`src/rtl/serial_rx_pkg.sv`:
```
package serial_rx_pkg;

  typedef enum logic [2:0] {
    ST_IDLE,
    ST_START,
    ST_DATA,
    ST_PAR,
    ST_STOP,
    ST_HOLD
  } rxState_t;

  typedef struct packed {
    logic startFrame;
    logic sampleData;
    logic samplePar;
    logic frameEnd;
  } rxStrobe_t;

endpackage

```
`src/rtl/serial_rx_ctrl.sv`:
```
module serial_rx_ctrl
  import serial_rx_pkg::*;
#(
  parameter int OVS    = 16,
  parameter int DATA_W = 8
) (
  input  logic      clk,
  input  logic      rstN,
  input  logic      bitTick,
  input  logic      rxSync,
  input  logic      parityOn,
  output rxStrobe_t strobe
);

  localparam int CNT_W  = $clog2(OVS);
  localparam int BIT_W  = $clog2(DATA_W);
  localparam int HALF   = OVS / 2;

  rxState_t state, stateNext;
  logic [CNT_W-1:0] tickCnt, tickCntNext;
  logic [BIT_W-1:0] bitIdx, bitIdxNext;

  always_ff @(posedge clk or negedge rstN) begin
    if (!rstN) begin
      state   <= ST_IDLE;
      tickCnt <= '0;
      bitIdx  <= '0;
    end else begin
      state   <= stateNext;
      tickCnt <= tickCntNext;
      bitIdx  <= bitIdxNext;
    end
  end

  always_comb begin
    stateNext   = state;
    tickCntNext = tickCnt;
    bitIdxNext  = bitIdx;
    strobe      = '0;
    case (state)
      ST_IDLE: begin
        if (bitTick && !rxSync) begin
          stateNext   = ST_START;
          tickCntNext = '0;
        end
      end
      ST_START: begin
        if (bitTick) begin
          if (tickCnt == CNT_W'(HALF - 1)) begin
            tickCntNext = '0;
            bitIdxNext  = '0;
            if (!rxSync) begin
              stateNext         = ST_DATA;
              strobe.startFrame = 1'b1;
            end else begin
              stateNext = ST_IDLE;
            end
          end else begin
            tickCntNext = tickCnt + 1'b1;
          end
        end
      end
      ST_DATA: begin
        if (bitTick) begin
          if (tickCnt == CNT_W'(OVS - 1)) begin
            tickCntNext       = '0;
            strobe.sampleData = 1'b1;
            if (bitIdx == BIT_W'(DATA_W - 1)) begin
              stateNext = parityOn ? ST_PAR : ST_STOP;
            end else begin
              bitIdxNext = bitIdx + 1'b1;
            end
          end else begin
            tickCntNext = tickCnt + 1'b1;
          end
        end
      end
      ST_PAR: begin
        if (bitTick) begin
          if (tickCnt == CNT_W'(OVS - 1)) begin
            tickCntNext      = '0;
            strobe.samplePar = 1'b1;
            stateNext        = ST_STOP;
          end else begin
            tickCntNext = tickCnt + 1'b1;
          end
        end
      end
      ST_STOP: begin
        if (bitTick) begin
          if (tickCnt == CNT_W'(OVS - 1)) begin
            tickCntNext     = '0;
            strobe.frameEnd = 1'b1;
            stateNext       = rxSync ? ST_IDLE : ST_HOLD;
          end else begin
            tickCntNext = tickCnt + 1'b1;
          end
        end
      end
      ST_HOLD: begin
        if (rxSync) stateNext = ST_IDLE;
      end
      default: stateNext = ST_IDLE;
    endcase
  end

  // at most one sampling action per cycle
  a_r2_one_strobe: assert property (@(posedge clk) disable iff (!rstN)
    $onehot0({strobe.startFrame, strobe.sampleData, strobe.samplePar, strobe.frameEnd}));

  // after a low stop sample no new frame opens while the line stays low
  a_r8_hold_low: assert property (@(posedge clk) disable iff (!rstN)
    (strobe.frameEnd && !rxSync) |=> !strobe.startFrame);

endmodule

```
`src/rtl/serial_rx_data.sv`:
```
module serial_rx_data
  import serial_rx_pkg::*;
#(
  parameter int DATA_W = 8,
  parameter int DEPTH  = 16
) (
  input  logic              clk,
  input  logic              rstN,
  input  rxStrobe_t         strobe,
  input  logic              rxSync,
  input  logic              queueOn,
  input  logic              parityOn,
  input  logic              evenSel,
  input  logic              stickOn,
  input  logic              rdStrobe,
  output logic [DATA_W+3:0] rxWord,
  output logic              rxEmpty
);

  localparam int ENTRY_W = DATA_W + 4;
  localparam int PTR_W   = $clog2(DEPTH);
  localparam int CNT_W   = PTR_W + 1;

  logic [DATA_W-1:0]  shiftReg;
  logic               parBit;
  logic [ENTRY_W-1:0] store [DEPTH];
  logic [PTR_W-1:0]   wrPtr, rdPtr, lastPtr;
  logic [CNT_W-1:0]   count;
  logic               isBreak, frameErr, parErr, parExpect, full, doPop, doPush;
  logic [ENTRY_W-1:0] newEntry;

  always_ff @(posedge clk or negedge rstN) begin
    if (!rstN) begin
      shiftReg <= '0;
      parBit   <= 1'b0;
    end else if (strobe.startFrame) begin
      shiftReg <= '0;
      parBit   <= 1'b0;
    end else if (strobe.sampleData) begin
      shiftReg <= {rxSync, shiftReg[DATA_W-1:1]};
    end else if (strobe.samplePar) begin
      parBit <= rxSync;
    end
  end

  always_comb begin
    isBreak   = (shiftReg == '0) && !parBit && !rxSync;
    frameErr  = !rxSync && !isBreak;
    parExpect = stickOn ? ~evenSel : (evenSel ? ^shiftReg : ~^shiftReg);
    parErr    = parityOn && !isBreak && (parBit != parExpect);
    newEntry  = {1'b0, isBreak, parErr, frameErr, shiftReg};
  end

  assign full    = queueOn ? (count == CNT_W'(DEPTH)) : (count != '0);
  assign rxEmpty = (count == '0);
  assign doPop   = rdStrobe && !rxEmpty;
  assign doPush  = strobe.frameEnd && !full;
  assign lastPtr = wrPtr - 1'b1;
  assign rxWord  = store[rdPtr];

  always_ff @(posedge clk) begin
    if (doPush) begin
      store[wrPtr] <= newEntry;
    end else if (strobe.frameEnd) begin
      store[lastPtr][ENTRY_W-1] <= 1'b1;
    end
  end

  always_ff @(posedge clk or negedge rstN) begin
    if (!rstN) begin
      wrPtr <= '0;
      rdPtr <= '0;
      count <= '0;
    end else begin
      if (doPush) wrPtr <= wrPtr + 1'b1;
      if (doPop)  rdPtr <= rdPtr + 1'b1;
      case ({doPush, doPop})
        2'b10:   count <= count + 1'b1;
        2'b01:   count <= count - 1'b1;
        default: count <= count;
      endcase
    end
  end

  // occupancy never exceeds the configured depth
  a_r9_no_overflow: assert property (@(posedge clk) disable iff (!rstN)
    count <= CNT_W'(DEPTH));

  // a frame arriving into full storage leaves the occupancy unchanged
  a_r10_full_keeps_count: assert property (@(posedge clk) disable iff (!rstN)
    (strobe.frameEnd && full && !doPop) |=> (count == $past(count)));

  // a pop without a simultaneous push removes exactly one entry
  a_r12_pop_one: assert property (@(posedge clk) disable iff (!rstN)
    (rdStrobe && !rxEmpty && !strobe.frameEnd) |=> (count == $past(count) - 1'b1));

  // a strobe on empty storage does not change anything
  a_r12_empty_ignore: assert property (@(posedge clk) disable iff (!rstN)
    (rdStrobe && rxEmpty && !strobe.frameEnd) |=> rxEmpty);

endmodule

```
`src/rtl/serial_rx_queue.sv`:
```
module serial_rx_queue
  import serial_rx_pkg::*;
#(
  parameter int OVS    = 16,
  parameter int DATA_W = 8,
  parameter int DEPTH  = 16
) (
  input  logic              clk,
  input  logic              rstN,
  input  logic              bitTick,
  input  logic              rxLine,
  input  logic              queueOn,
  input  logic              parityOn,
  input  logic              evenSel,
  input  logic              stickOn,
  input  logic              rdStrobe,
  output logic [DATA_W+3:0] rxWord,
  output logic              rxEmpty
);

  logic      rxMeta, rxSync;
  rxStrobe_t strobe;

  always_ff @(posedge clk or negedge rstN) begin
    if (!rstN) begin
      rxMeta <= 1'b1;
      rxSync <= 1'b1;
    end else begin
      rxMeta <= rxLine;
      rxSync <= rxMeta;
    end
  end

  serial_rx_ctrl #(.OVS(OVS), .DATA_W(DATA_W)) ctrl_i (
    .clk      (clk),
    .rstN     (rstN),
    .bitTick  (bitTick),
    .rxSync   (rxSync),
    .parityOn (parityOn),
    .strobe   (strobe)
  );

  serial_rx_data #(.DATA_W(DATA_W), .DEPTH(DEPTH)) data_i (
    .clk      (clk),
    .rstN     (rstN),
    .strobe   (strobe),
    .rxSync   (rxSync),
    .queueOn  (queueOn),
    .parityOn (parityOn),
    .evenSel  (evenSel),
    .stickOn  (stickOn),
    .rdStrobe (rdStrobe),
    .rxWord   (rxWord),
    .rxEmpty  (rxEmpty)
  );

endmodule

```
`config.mk`:
```
export PLATFORM = sky130hd
export DESIGN_NAME = serial_rx_queue
export DESIGN_NICKNAME = d
export VERILOG_FILES = /design/src/rtl/serial_rx_pkg.sv /design/src/rtl/serial_rx_ctrl.sv /design/src/rtl/serial_rx_data.sv /design/src/rtl/serial_rx_queue.sv
export SDC_FILE = /design/constraint.sdc
export NUM_CORES = 1
export LEC_CHECK = 0
export CAP_MARGIN = 20
export CORE_ASPECT_RATIO = 1.25
export CORE_MARGIN = 2
export CORE_UTILIZATION = 54
export CTS_CLUSTER_DIAMETER = 50
export CTS_CLUSTER_SIZE = 8
export DETAILED_ROUTE_END_ITERATION = 10
export PLACE_DENSITY = 0.78
export REMOVE_ABC_BUFFERS = 1
export SLEW_MARGIN = 20
export SYNTH_ARGS = -nofsm -noshare
export SYNTH_HDL_FRONTEND = slang
export SYNTH_SLANG_ARGS = --single-unit
export TNS_END_PERCENT = 20
```
`constraint.sdc`:
```
create_clock -name clk -period 6.75 [get_ports clk]
set_input_delay 1.6875 -clock clk [delete_from_list [all_inputs] [get_ports clk]]
set_output_delay 1.6875 -clock clk [all_outputs]
set_load 0.01 [all_outputs]
```
==> results of run 1 <==
-- synthesized netlist by cell type, types with 2 or more instances --
master,count
nand3b_1,2
mux4_2,60
nor3_2,2
o21ai_2,2
mux2_2,5
o31a_1,2
dfrtp_1,32
o21ai_0,9
edfxtp_1,192
ha_1,13
or4_4,2
and3_1,4
nand4_1,6
o21ai_1,3
nand2b_1,2
a21oi_1,5
inv_1,19
nor3_1,13
xnor2_1,12
buf_2,10
dfstp_2,2
o31ai_1,6
xor2_1,7
and2_1,2
a22o_1,8
nor2_1,56
buf_6,2
o211ai_1,3
o21a_1,3
o32ai_1,2
nand3_1,6
nor2b_1,3
clkbuf_1,12
or3_1,3
a222oi_1,2
nor3b_1,2
buf_1,6
nand2_1,10
a21o_1,2
-- logic make-up (layout without fill, tap and decap cells) --
kind of cell,after synthesis,count (layout),synth area share [%]
AO/OA/AOI/OAI,57,57,5.14
XOR/XNOR,19,19,1.71
adder cells (fa/ha/maj),13,13,1.67
buffers and inverters,50,93,2.25
flip-flops,226,226,68.0
multiplexers,65,65,14.5
AND/OR/NAND/NOR,123,123,6.80
-- worst max-delay path, stage by stage, from the launching register on --
cell and delay (ps):
dfrtp_4 1060, mux4_2 680, mux4_2 500, clkdlybuf4s50_1 500
-- cell type report --
cell class	count	share of cell area (%)
timing repair buffer	26	2.26
sequential	226	59.5
clock inverter	4	0.360
inverter	19	0.640
tap	224	2.52
clock buffer	44	8.26
multi-input combinational	277	26.5
-- state kept, by name, indices dropped and copies added, names as in the netlist --
name             cells
data_i.wrPtr         4
rxSync               1
data_i.shiftReg      8
ctrl_i.tickCnt       4
ctrl_i.state         3
data_i.count         5
ctrl_i.bitIdx        3
data_i.rdPtr         4
rxMeta               1
data_i.store       192
data_i.parBit        1
-- worst paths after layout --
kind,startpoint,to,slack [ps],cells after the start
min reg2reg,rxMeta,rxSync,350,0
max,data_i.rdPtr[0],rxWord[3],1780,3
min,rxMeta,rxSync,350,0
max reg2reg,data_i.count[1],data_i.store[9][2],3480,5
max in group asynchronous,rstN,rxMeta,4790,2
min in group asynchronous,rstN,data_i.rdPtr[0],1610,2
-- power groups by stage --
stage               clock, mW  sequential, mW  combinational, mW
finish                   1.51            1.83              0.917
global route             1.59            1.86              0.987
CTS                      1.53            1.84              0.927
detailed placement          0            1.87              0.917
global placement            0            1.85              0.906
floorplan                   0            1.77              0.636
-- through the flow --
step	hold slack, ps	area, um^2	cells	util (%)
6_report	354	11100	820	63.4
5_1_grt	363	11100	820	63.4
4_1_cts	354	11100	817	63.0
3_5_place_dp	347	10100	769	57.6
3_3_place_gp	346	10100	769	57.5
2_1_floorplan	345	9590	522	-
-- metal layers --
| layer | track usage, % | routed length (um) | share of wire, % | up-vias |
|---|---|---|---|---|
| li1 | - | - | - | 2253 |
| met2 | 37.8 | 10700 | 53 | 178 |
| met4 | 7.38 | 568 | 2.8 | 0 |
| met3 | 4.93 | 1230 | 6.1 | 46 |
| met1 | 28.4 | 7630 | 38 | 2629 |
| met5 | 0 | 0 | 0 | - |
==> flow_summary.json, run 1 <==
{
  "status": "finished, final reports clean",
  "via_count": 5106,
  "rsz0062_at_grt": "false",
  "synthDistinctLibCells": 60,
  "p_sw_mw": 1.18,
  "drt-pass1-iter-count": 5,
  "path_class": "flip-flop to primary output",
  "cts_buffer_depth": 3,
  "postCtsSetupRepairBufs": 0,
  "required_ps": 5060,
  "ir_drop_v": 0.000179,
  "grt_pass1_vias": 5346,
  "swShare_pct": 27.7,
  "intPower_mw": 3.08,
  "antenna_left": 0,
  "p_comb_share_pct": 21.5,
  "synth_largest_area_cell": "edfxtp_1",
  "antenna_cells": 0,
  "maxCapViolations": 0,
  "routed_wl_mm": 20.1,
  "cp-start-kind": "flip-flop",
  "nets": 606,
  "cts-hold-fix-buffers": 0,
  "end_kind": "primary output",
  "drc": 0,
  "total_leakage_power_nw": 3.68,
  "min_period_ps": 4970,
  "synth-async-reset-ratio_pct": 15.0,
  "cts_sinks": 226,
  "synth-seq-cells": 226,
  "ys_top_cells_by_area": "edfxtp_1 (59%), mux4_2 (14%), dfrtp_1 (8.2%)",
  "grt_max_degree": 52,
  "pwr_density_cell_nw_per_um2": 382,
  "gp_congestion": 0.827,
  "port_buffers": 21,
  "clk-insertion-delay-late_ps": 500,
  "std_cell_rows": 54,
  "chipWidth_um": 124,
  "cts_resized": 0,
  "synthFlopType": "edfxtp_1",
  "clk_pin_slew_ps": 50,
  "worstPathArrival_ps": 3290,
  "ys_seq_area_share_pct": 68.0,
  "die_y_um": 154,
  "drt_iter0_drc": 376,
  "cts_tree": "yes",
  "grt_overflow": 0,
  "hold_viol": 0,
  "cts_made_buffers": 34,
  "syn_to_final_growth_pct": 14.4,
  "seqPwrFrac_pct": 43.0,
  "final_max_slew_viol_count": 0,
  "setup_slack_ps": 1780,
  "final_cell_mix": "edfxtp_1 (192), mux4_2 (60), nor2_1 (46)",
  "synthCells": 553,
  "tightest_slew_ps": 1130,
  "fill_cells": 1211,
  "slew_headroom_pct": 24.6,
  "setup_tns_ps": 0,
  "ff_latch_area_um2": 6630,
  "viasPerCell": 6.23,
  "io_pins": 22,
  "layout_commonest_cell": "edfxtp_1",
  "die_area_um2": 19100,
  "syn_area_um2": 9740,
  "post-place-ws_ps": 2040,
  "p_clk_share_pct": 35.5,
  "core_um2": 17600,
  "hold_path_class": "flip-flop to flip-flop",
  "avgSynthCellArea_um2": 17.6,
  "grt_pass1_wl_mm": 31.4,
  "final.setup_skew_ps": 23.1,
  "cts.root.buffer_cell": "clkbuf_16",
  "multiInputGateArea_um2": 2950,
  "antenna_found_initial": 0,
  "final_layout_size_suffix_gt1_share_pct": 24.0,
  "grtUsageTotal_pct": 22.3,
  "synth.top_cell.area_share_pct": 59.2,
  "initial_core_util_pct": 55.4,
  "worstPathMaxFanout": 51,
  "fmax_ghz": 0.201,
  "power_mw": 4.26,
  "finalSetupViolCount": 0,
  "finalCritPeriodShare_pct": 73.7,
  "synth_edf_count": 192,
  "routedWlPerCell_um": 24.6,
  "yosysWarnings": 0,
  "dp.final_hpwl_mm": 12.5,
  "h-tree-depth": 2
}
(Power assumes the default switching activity.)
==> run 2: changes to the inputs <==
- PLACE_DENSITY: 0.78 -> 0.81
- clock period: 6.75 -> 4.3 ns (I/O delays scaled with it)
==> run 2 against run 1 <==
Net effect: combinational power increased by 71%; clock power increased by 55%; via count up 3.3%; sequential share of layout area decreased by 0.60 points; first-iteration DRC count grew 27%; clock skew decreased by 8.5 ps; critical path depth rose by 1; utilization increased by 0.62 points; critical path type unchanged; largest cell class unchanged.
==> flow_summary.json, run 2 (synthesis results as in run 1) <==
{
  "antenna_cells": 0,
  "worstPathMaxFanout": 25,
  "drt_iter0_drc": 477,
  "finalSetupViolCount": 0,
  "tightest_slew_ps": 1050,
  "dp.final_hpwl_mm": 12.0,
  "seqPwrFrac_pct": 41.3,
  "final_layout_size_suffix_gt1_share_pct": 24.9,
  "post-place-cells": 794,
  "intPower_mw": 4.87,
  "timing.hold.ws_ps": 354,
  "slew_headroom_pct": 30.0,
  "routedWlPerCell_um": 24.2,
  "nets": 629,
  "chipWidth_um": 124,
  "largest_reg_flops": 192,
  "cts-hold-fix-buffers": 0,
  "cts_buffer_depth": 3,
  "initial_core_util_pct": 55.4,
  "required_ps": 3220,
  "via_count": 5275,
  "routed_wl_mm": 20.4,
  "core_um2": 17600,
  "rsz0062_at_grt": "false",
  "largest-register": "data_i.store",
  "grt_max_degree": 35,
  "worstPathArrival_ps": 3050,
  "power_mw": 6.64,
  "cts_tree": "yes",
  "port_buffers": 21,
  "end_kind": "primary output",
  "fmax_ghz": 0.242,
  "cts_resized": 0,
  "setup_tns_ps": 0,
  "status": "finished, final reports clean",
  "min_period_ps": 4130,
  "grt_pass1_wl_mm": 31.7,
  "fill_cells": 1163,
  "viasPerCell": 6.26,
  "stdcell_count": 842,
  "dpl_cell_area_um2": 10300,
  "finalCritPeriodShare_pct": 96.0,
  "hold_viol": 0,
  "hold_path_class": "flip-flop to flip-flop",
  "postCtsSetupRepairBufs": 0,
  "largestRegisters": "data_i.store: 192 flops, data_i.shiftReg: 8 flops, data_i.count: 5 flops",
  "antenna_found_initial": 0,
  "std_cell_rows": 54,
  "drc": 0,
  "finalInstanceArea_um2": 11200,
  "swShare_pct": 26.7,
  "antenna_left": 0,
  "fin_util_pct": 64.0,
  "final.setup_skew_ps": 14.6,
  "h-tree-depth": 2,
  "cp-start-kind": "flip-flop",
  "io_pins": 22,
  "cts.root.buffer_cell": "clkbuf_16",
  "final_max_slew_viol_count": 0,
  "clk-insertion-delay-late_ps": 490,
  "die_y_um": 154,
  "clk_pin_slew_ps": 50,
  "cts_sinks": 226,
  "drt-pass1-iter-count": 5,
  "path_class": "flip-flop to primary output",
  "grtUsageTotal_pct": 22.8,
  "layout_commonest_cell": "edfxtp_1",
  "pwr_density_cell_nw_per_um2": 591,
  "maxCapViolations": 0,
  "syn_to_final_growth_pct": 15.5,
  "p_clk_share_pct": 35.2,
  "cts_made_buffers": 34,
  "total_leakage_power_nw": 3.80,
  "p_sw_mw": 1.77,
  "die_area_um2": 19100,
  "gp_congestion": 0.814,
  "ir_drop_v": 0.000419,
  "final_cell_mix": "edfxtp_1 (192), mux4_2 (60), nor2_1 (56)",
  "grt_pass1_vias": 5603,
  "post-place-ws_ps": 328,
  "setup_slack_ps": 174,
  "p_comb_share_pct": 23.6,
  "grt_overflow": 0
}
run 2: worst max-delay path: stages (launching register included):
cell and delay [ps]:
dfrtp_4 750, buf_4 300, mux4_2 540, mux4_2 480, clkdlybuf4s50_1 490
run 2: routing by layer:
layer / wire (um) / global-route usage (%)
met5: 0 / 0
met4: 989 / 12.0
met3: 1290 / 3.38
met2: 10800 / 39.2
met1: 7300 / 27.4
run 2: cell type report:
class	instances	area [um^2]	share of cell area [%]
flip-flops and latches	226	6620	58.9
multi-input cells	277	2900	25.8
inverters	19	71.3	0.634
repair buffers	49	433	3.85
clock buffers	45	923	8.21
well taps	224	280	2.49
clock inverters	2	13.8	0.122
run 2: power by group through the flow:
| stage | Sequential (mW) | Combinational [mW] | Clock, mW |
|---|---|---|---|
| finish | 2.74 | 1.57 | 2.34 |
| global route | 2.78 | 1.68 | 2.45 |
| CTS | 2.75 | 1.58 | 2.37 |
| detailed placement | 2.79 | 1.56 | 0 |
| global placement | 2.77 | 1.50 | 0 |
| floorplan | 2.78 | 0.999 | 0 |
run 2: path summary, 6_finish.rpt:
| path | startpoint | endpoint | slack, ps | cells past startpoint |
|---|---|---|---|---|
| worst min register to register | rxMeta | rxSync | 350 | 0 |
| worst min-delay path | rxMeta | rxSync | 350 | 0 |
| worst max register to register | data_i.count[1] | data_i.count[4] | 1190 | 11 |
| min in group asynchronous | rstN | ctrl_i.tickCnt[3] | 1000 | 2 |
| worst max-delay path | data_i.rdPtr[0] | rxWord[1] | 170 | 4 |
| max in group asynchronous | rstN | data_i.rdPtr[0] | 2940 | 2 |
